<file path="src/rtl/tmap_addr_pkg.sv">
package tmap_addr_pkg;
  // Tile index width: the widest plane has 128 rows or columns.
  localparam int unsigned IDX_W   = 7;
  // Pixels per tile edge, as a shift amount.
  localparam int unsigned TILE_SH = 3;
  // Bits needed for a row shift of 5, 6 or 7.
  localparam int unsigned SH_W    = 3;

  typedef struct packed {
    logic [IDX_W-1:0] col_mask;  // wraps the column index
    logic [SH_W-1:0]  row_sh;    // log2 of the column count
    logic [IDX_W-1:0] row_mask;  // wraps or mirrors the row index
  } plane_geom_t;
endpackage

</file>
<file path="src/rtl/tmap_geom_decode.sv">
module tmap_geom_decode
  import tmap_addr_pkg::*;
(
  input  logic [1:0]  hsize_i,
  input  logic [1:0]  vsize_i,
  output plane_geom_t geom_o
);
  // Column count from the horizontal code; code 10 falls back to 32.
  always_comb begin
    unique case (hsize_i)
      2'b01: begin
        geom_o.col_mask = IDX_W'(7'h3f);
        geom_o.row_sh   = SH_W'(6);
      end
      2'b11: begin
        geom_o.col_mask = IDX_W'(7'h7f);
        geom_o.row_sh   = SH_W'(7);
      end
      default: begin
        geom_o.col_mask = IDX_W'(7'h1f);
        geom_o.row_sh   = SH_W'(5);
      end
    endcase
    // The row mask carries the vertical code in its two top bits, so an
    // invalid code gives a mirrored row. Rows that do not fit are clipped
    // later by the 8 KB window. Horizontal code 10 forces a single row.
    if (hsize_i == 2'b10) geom_o.row_mask = '0;
    else                  geom_o.row_mask = {vsize_i, 5'h1f};
  end
endmodule

</file>
<file path="src/rtl/tmap_tile_index.sv">
module tmap_tile_index
  import tmap_addr_pkg::*;
#(
  parameter int unsigned PIX_W = 10
) (
  input  logic [PIX_W-1:0] px_i,
  input  logic [PIX_W-1:0] py_i,
  input  plane_geom_t      geom_i,
  output logic [IDX_W-1:0] col_o,
  output logic [IDX_W-1:0] row_o
);
  logic [IDX_W-1:0] col_raw;
  logic [IDX_W-1:0] row_raw;

  // The pixel coordinate becomes a tile index; a wider index wraps at 128.
  assign col_raw = IDX_W'(px_i >> TILE_SH);
  assign row_raw = IDX_W'(py_i >> TILE_SH);

  assign col_o = col_raw & geom_i.col_mask;
  assign row_o = row_raw & geom_i.row_mask;
endmodule

</file>
<file path="src/rtl/tmap_offset_compose.sv">
module tmap_offset_compose
  import tmap_addr_pkg::*;
#(
  parameter int unsigned WIN_W = 13
) (
  input  logic [IDX_W-1:0] col_i,
  input  logic [IDX_W-1:0] row_i,
  input  logic [SH_W-1:0]  row_sh_i,
  output logic [WIN_W-1:0] off_o
);
  // Entry index within the window; bit 0 of the byte offset is always 0.
  localparam int unsigned LIN_W = WIN_W - 1;

  logic [LIN_W-1:0] row_part;
  logic [LIN_W-1:0] lin;

  // Shifting at width LIN_W drops rows that fall outside the 8 KB window.
  assign row_part = LIN_W'(row_i) << row_sh_i;
  // The column is below the column count, so OR acts as an add.
  assign lin      = row_part | LIN_W'(col_i);
  assign off_o    = {lin, 1'b0};
endmodule

</file>
<file path="src/rtl/tmap_entry_addr.sv">
module tmap_entry_addr
  import tmap_addr_pkg::*;
#(
  parameter int unsigned PIX_W  = 10,
  parameter int unsigned ADDR_W = 16,
  parameter int unsigned WIN_W  = 13
) (
  input  logic                    clk,
  input  logic                    rst_n,
  input  logic                    req_i,
  input  logic [ADDR_W-WIN_W-1:0] base_i,
  input  logic [1:0]              hsize_i,
  input  logic [1:0]              vsize_i,
  input  logic [PIX_W-1:0]        px_i,
  input  logic [PIX_W-1:0]        py_i,
  output logic [ADDR_W-1:0]       addr_o,
  output logic                    valid_o
);
  localparam int unsigned BASE_W = ADDR_W - WIN_W;

  plane_geom_t      geom;
  logic [IDX_W-1:0] col;
  logic [IDX_W-1:0] row;
  logic [WIN_W-1:0] off;

  logic [ADDR_W-1:0] addr_q, addr_d;
  logic              valid_q, valid_d;

  tmap_geom_decode u_geom (
    .hsize_i (hsize_i),
    .vsize_i (vsize_i),
    .geom_o  (geom)
  );

  tmap_tile_index #(.PIX_W(PIX_W)) u_index (
    .px_i   (px_i),
    .py_i   (py_i),
    .geom_i (geom),
    .col_o  (col),
    .row_o  (row)
  );

  tmap_offset_compose #(.WIN_W(WIN_W)) u_off (
    .col_i    (col),
    .row_i    (row),
    .row_sh_i (geom.row_sh),
    .off_o    (off)
  );

  // Next state: load on request, otherwise hold the address.
  always_comb begin
    valid_d = req_i;
    addr_d  = addr_q;
    if (req_i) addr_d = {base_i, off};
  end

  always_ff @(posedge clk or negedge rst_n) begin
    if (!rst_n) begin
      addr_q  <= '0;
      valid_q <= 1'b0;
    end else begin
      valid_q <= valid_d;
      if (req_i) addr_q <= addr_d;
    end
  end

  assign addr_o  = addr_q;
  assign valid_o = valid_q;

  assert_valid_follows_req_R2: assert property (@(posedge clk) disable iff (!rst_n)
    req_i |=> valid_o);
  assert_no_spurious_valid_R2: assert property (@(posedge clk) disable iff (!rst_n)
    !req_i |=> !valid_o);
  assert_base_bits_R3: assert property (@(posedge clk) disable iff (!rst_n)
    req_i |=> (addr_o[ADDR_W-1:WIN_W] == $past(base_i)));
  assert_even_addr_R4: assert property (@(posedge clk) disable iff (!rst_n)
    valid_o |-> !addr_o[0]);
  assert_addr_hold_R12: assert property (@(posedge clk) disable iff (!rst_n)
    !req_i |=> $stable(addr_o));
  assert_single_row_R6: assert property (@(posedge clk) disable iff (!rst_n)
    (req_i && hsize_i == 2'b10) |=> (addr_o[WIN_W-1:6] == '0));

  if (BASE_W < 1) begin : g_bad_split
    initial assert_window_split_R3: assert (0) else $error("window wider than address");
  end
endmodule

</file>
<file path="config.mk">
export PLATFORM = sky130hd
export DESIGN_NAME = tmap_entry_addr
export DESIGN_NICKNAME = d
export VERILOG_FILES = /design/src/rtl/tmap_addr_pkg.sv /design/src/rtl/tmap_geom_decode.sv /design/src/rtl/tmap_tile_index.sv /design/src/rtl/tmap_offset_compose.sv /design/src/rtl/tmap_entry_addr.sv
export SDC_FILE = /design/constraint.sdc
export NUM_CORES = 1
export LEC_CHECK = 0
export BUFFER_PORTS_ARGS = -buffer_cell sky130_fd_sc_hd__buf_2
export CAP_MARGIN = 20
export CELL_PAD_IN_SITES_DETAIL_PLACEMENT = 1
export CELL_PAD_IN_SITES_GLOBAL_PLACEMENT = 2
export CORE_MARGIN = 2
export CORE_UTILIZATION = 25
export CTS_CLUSTER_DIAMETER = 150
export CTS_CLUSTER_SIZE = 28
export DETAILED_ROUTE_END_ITERATION = 12
export GPL_TIMING_DRIVEN = 0
export HOLD_SLACK_MARGIN = 0.1
export PLACE_DENSITY = 0.77
export REMOVE_ABC_BUFFERS = 1
export SLEW_MARGIN = 25
export SYNTH_ARGS = -nofsm -noshare
export SYNTH_HDL_FRONTEND = slang
export SYNTH_SLANG_ARGS = --single-unit
</file>
<file path="constraint.sdc">
create_clock -name clk -period 1.5 [get_ports clk]
set_clock_uncertainty 0.1 [all_clocks]
set_input_delay 0 -clock clk [delete_from_list [all_inputs] [get_ports clk]]
set_output_delay 0 -clock clk [all_outputs]
set_load 0.01 [all_outputs]
</file>
# Word-level counts from Yosys, hierarchy flattened
# Cells that the tools add are included.
# totals
register_bits	16
inputBits	30
out_inout_bits	17
elab_cells	11
# op_classes
n_eq_ne	3
shift	1
muxes	2
bitwise_logic	3
# ops
cell	count
$pmux 10 s2	1
$and 7x7->7	2
$or 12x7->12	1
$shl 7x3->12	1
$mux 7	1
$eq 2x2->1 const B	2
$eq 2x1->1 const B	1

# Logic depth before layout (Yosys ltp)
# logic_depth
depth_word	5
ltp_mapped	5
ltp_nobuf	3

# Cells and area by module
# A second synthesis with hierarchy kept.
# hier_totals
hier_cells	118
area_unflattened_um2	1255.0
# modules_own_cells
mod	instances	cells_per_inst	area_each_um2
tmap_entry_addr	1	35	674.4
tmap_offset_compose	1	51	364.1
tmap_geom_decode	1	18	128.9
tmap_tile_index	1	14	87.6

# Worst setup path before layout
# OpenSTA, ideal clock, no wires.
# synth_timing
path_type	flip-flop to flip-flop
from	reg, netlist name addr_o[13]
to	reg addr_q[13], in the netlist addr_o[13]
setup_time_ps	125
t_arrival_ps	645
slack_ps	631
path_stages_with_launch	2
path_cell_list	dfrtp_1 > mux2_2
# synth_lines
element	line_no	rtl
to (signal assigned)	tmap_entry_addr.sv:63	if (req_i) addr_q <= addr_d;
to (decl)	tmap_entry_addr.sv:26	logic [ADDR_W-1:0] addr_q, addr_d;

# Worst setup path after layout
# layout_timing
from	in px_i[8]
to	reg addr_q[6], in the netlist addr_o[6]
# layout_between
elab_chain_len	2
# layout_lines
element	line_no	rtl
from (decl)	tmap_entry_addr.sv:14	input logic [PIX_W-1:0] px_i,
$and 7x7->7	tmap_tile_index.sv:19	assign col_o = col_raw & geom_i.col_mask;
$or 12x7->12	tmap_offset_compose.sv:20	assign lin = row_part | LIN_W'(col_i);
# No other way between the ends.
# A chain may end at the register's enable or synchronous reset.

==> impl_metrics.yaml <==
clock_tree:
  cts_setup_buffers: 0
  root_buffer: "clkbuf_4"
  cts.htree.levels: 1
  cts_tree: "done"
  cts_sinks: 16
  numCtsBuffers: 3
  cts_resized: 0
  insertion_delay_ns: 0.28
  clockBufferDepth: 2
  path_clk_slew_ns: 0.08
critical_path:
  ff2ff_path_depth: 1
  cp.depth: 5
  endpoint_kind: "register"
  path_cells: "dlygate4sd3_1 > buf_2 > a22oi_1 > dlygate4sd3_1 > a21oi_1"
  path_common_cell: "dlygate4sd3_1"
  worst-setup-path-type: "primary input to register"
  crit_fanout: 1
  worstPathRequired_ns: 1.55
  cp.arrival_ns: 1.50
  critical-path-top-delay-family: "buffers and inverters"
  startpoint_type: "primary input"
  path_buf_inv: 3
  crit_slowest_cell: "dlygate4sd3_1"
  crit_path_max_incr_delay_ns: 0.58
sta:
  hold_viol_final: 0
  fin_tns_setup_ns: 0
  period_share_pct: 96.86
  slew_viol_final: 0
  rsz0062_at_grt: "false"
  finalSetupViolCount: 0
  max_freq_mhz: 688.3
  whs_ns: 0.08071
  fin_crit_ns: 1.453
synth:
  async_flop_share_pct: 100.0
  ys_ff_latch: 16
  yosysWarnings: 0
  synth_cell_types: 20
  synthesis.instances: 63
  synth_top_area_share_pct: 52.63
  synth_edf_count: 0
  synth_area_um2: 760.7
  synth.area.top_cells: "dfrtp_1 53%, mux2_2 12%, mux2i_1 5.3%"
  synth.most_common_cell: "dfrtp_1"
  ys_top_cells_by_count: "16 x dfrtp_1, 8 x mux2_2, 6 x nand3_1"
  yosysSeqAreaShare_pct: 52.63
  yosysTopAreaCell: "dfrtp_1"
  synth_ff_type: "dfrtp_1"
  avgSynthCellArea_um2: 12.08
layout:
  diodes: 0
  area_delta_synth_final_pct: 62.66
  nNetsFinal: 158
  drive_gt1_share_pct: 40.48
global_routing:
  grt_pass1_wl_mm: 3.346
  grt_max_degree: 24
  overflow: 0
  gr-usage-all-layers_pct: 12.78
  antenna_found_initial: 0
  grt_pass1_vias: 792
pwr:
  ir_worst_vdd_v: 0.0003945
  powerDensity_nw_per_um2: 780.9
  power.leakage_uw: 0.0005661
  total_power_uw: 966.3
floorplanning:
  rows: 20
  io_pins: 47
  core_um2: 2978
  initial_core_util_pct: 25.55
  dieArea_um2: 3500
  dieHeight_um: 59.16
  die_width_um: 59.16
placement:
  numPortBuffers: 39
  place_congestion: 0.5937
  dp_hpwl_mm: 1.373
routing:
  via_per_inst: 4.635
  ant_nets: 0
  first_pass_iters: 4
  drtIter0Drc: 29
  drt-total-wl_mm: 2.197
  drcViolationCount: 0
  vias: 737
  wl_per_cell_um: 13.82
run:
  max-cap-violations: 0
outcome:
  status: "finished, final reports clean"
worst_hold_path:
  hp-class: "primary input to async pin"
## what timing repair did
action	in CTS	in global routing
hold buffers	29	1
hold endpoints to repair	32	1
endpoints found under the setup margin	0	17
## power breakdown
part           total, uW  internal, uW  leakage, uW  switching, uW
combinational        256           141     0.000365            115
clock                215          93.1    0.0000138            122
sequential           496           474     0.000187           21.6
total                966           708     0.000566            258
## state kept, by name (all words and copies together) (netlist names)
register  count
addr_o       15
valid_o       1
## path summary, 6_finish.rpt
check | from | end | slack [ns]
setup / recovery | px_i[8] | addr_o[6] | 0.05
hold / removal | rst_n | addr_o[11] | 0.08
setup reg to reg | addr_o[4] | addr_o[4] | 0.64
hold reg to reg | addr_o[7] | addr_o[7] | 0.38
max in group asynchronous | rst_n | addr_o[7] | 0.96
min in group clk | hsize_i[0] | addr_o[12] | 0.15
## cells in the final DEF (no fill, tap or decap)
cell / netlist / routed
buf_2: 2 / 39
a21o_1: 2 / 2
a22oi_1: 1 / 1
nand3_1: 6 / 6
mux2i_1: 4 / 4
clkbuf_4: 0 / 3
a21oi_1: 1 / 1
nor2_1: 4 / 4
conb_1: 1 / 1
nand3b_1: 2 / 2
mux2_2: 8 / 8
o21a_1: 4 / 4
a31oi_1: 2 / 2
dlygate4sd3_1: 0 / 27
nand3_2: 1 / 1
o211ai_1: 4 / 4
dfrtp_1: 16 / 16
nand2_1: 1 / 1
## layer usage
metal  GRT usage (%)  vias up  part of all wire, %  wire (um)
met5               0        -                    0          0
met4           3.896        0                    0          0
met3           2.620        0                  3.4         74
met2           25.71       24                   57       1252
met1           12.84      359                   40        870
li1                -      354                    -          -
## cells by family after synthesis
group / Yosys count / share of synthesized area [%]
mux: 12 / 17.11
simple gates: 14 / 9.703
other cells: 1 / 0.4929
buf+inv: 6 / 6.908
compound gates: 14 / 13.16
flops: 16 / 52.63
## through the flow
step	utilization, %	setup WS [ns]	cells	area [um^2]
6_report	41.55	0.04709	159	1237
5_1_grt	41.55	0.008029	159	1237
4_1_cts	42.23	0.04536	161	1257
3_5_place_dp	31.72	0.5219	129	944.7
3_3_place_gp	31.72	0.5392	129	944.7
2_1_floorplan	-	0.6306	57	708.2
## cell type report
type	count	area [um^2]
Clock buffer	3	22.52
Timing Repair Buffer	66	465.4
Tap cell	33	41.29
Multi-Input combinational cell	41	307.8
Sequential cell	16	400.4
Fill cell	338	1740
No activity file was read; power rests on OpenSTA's default activity.
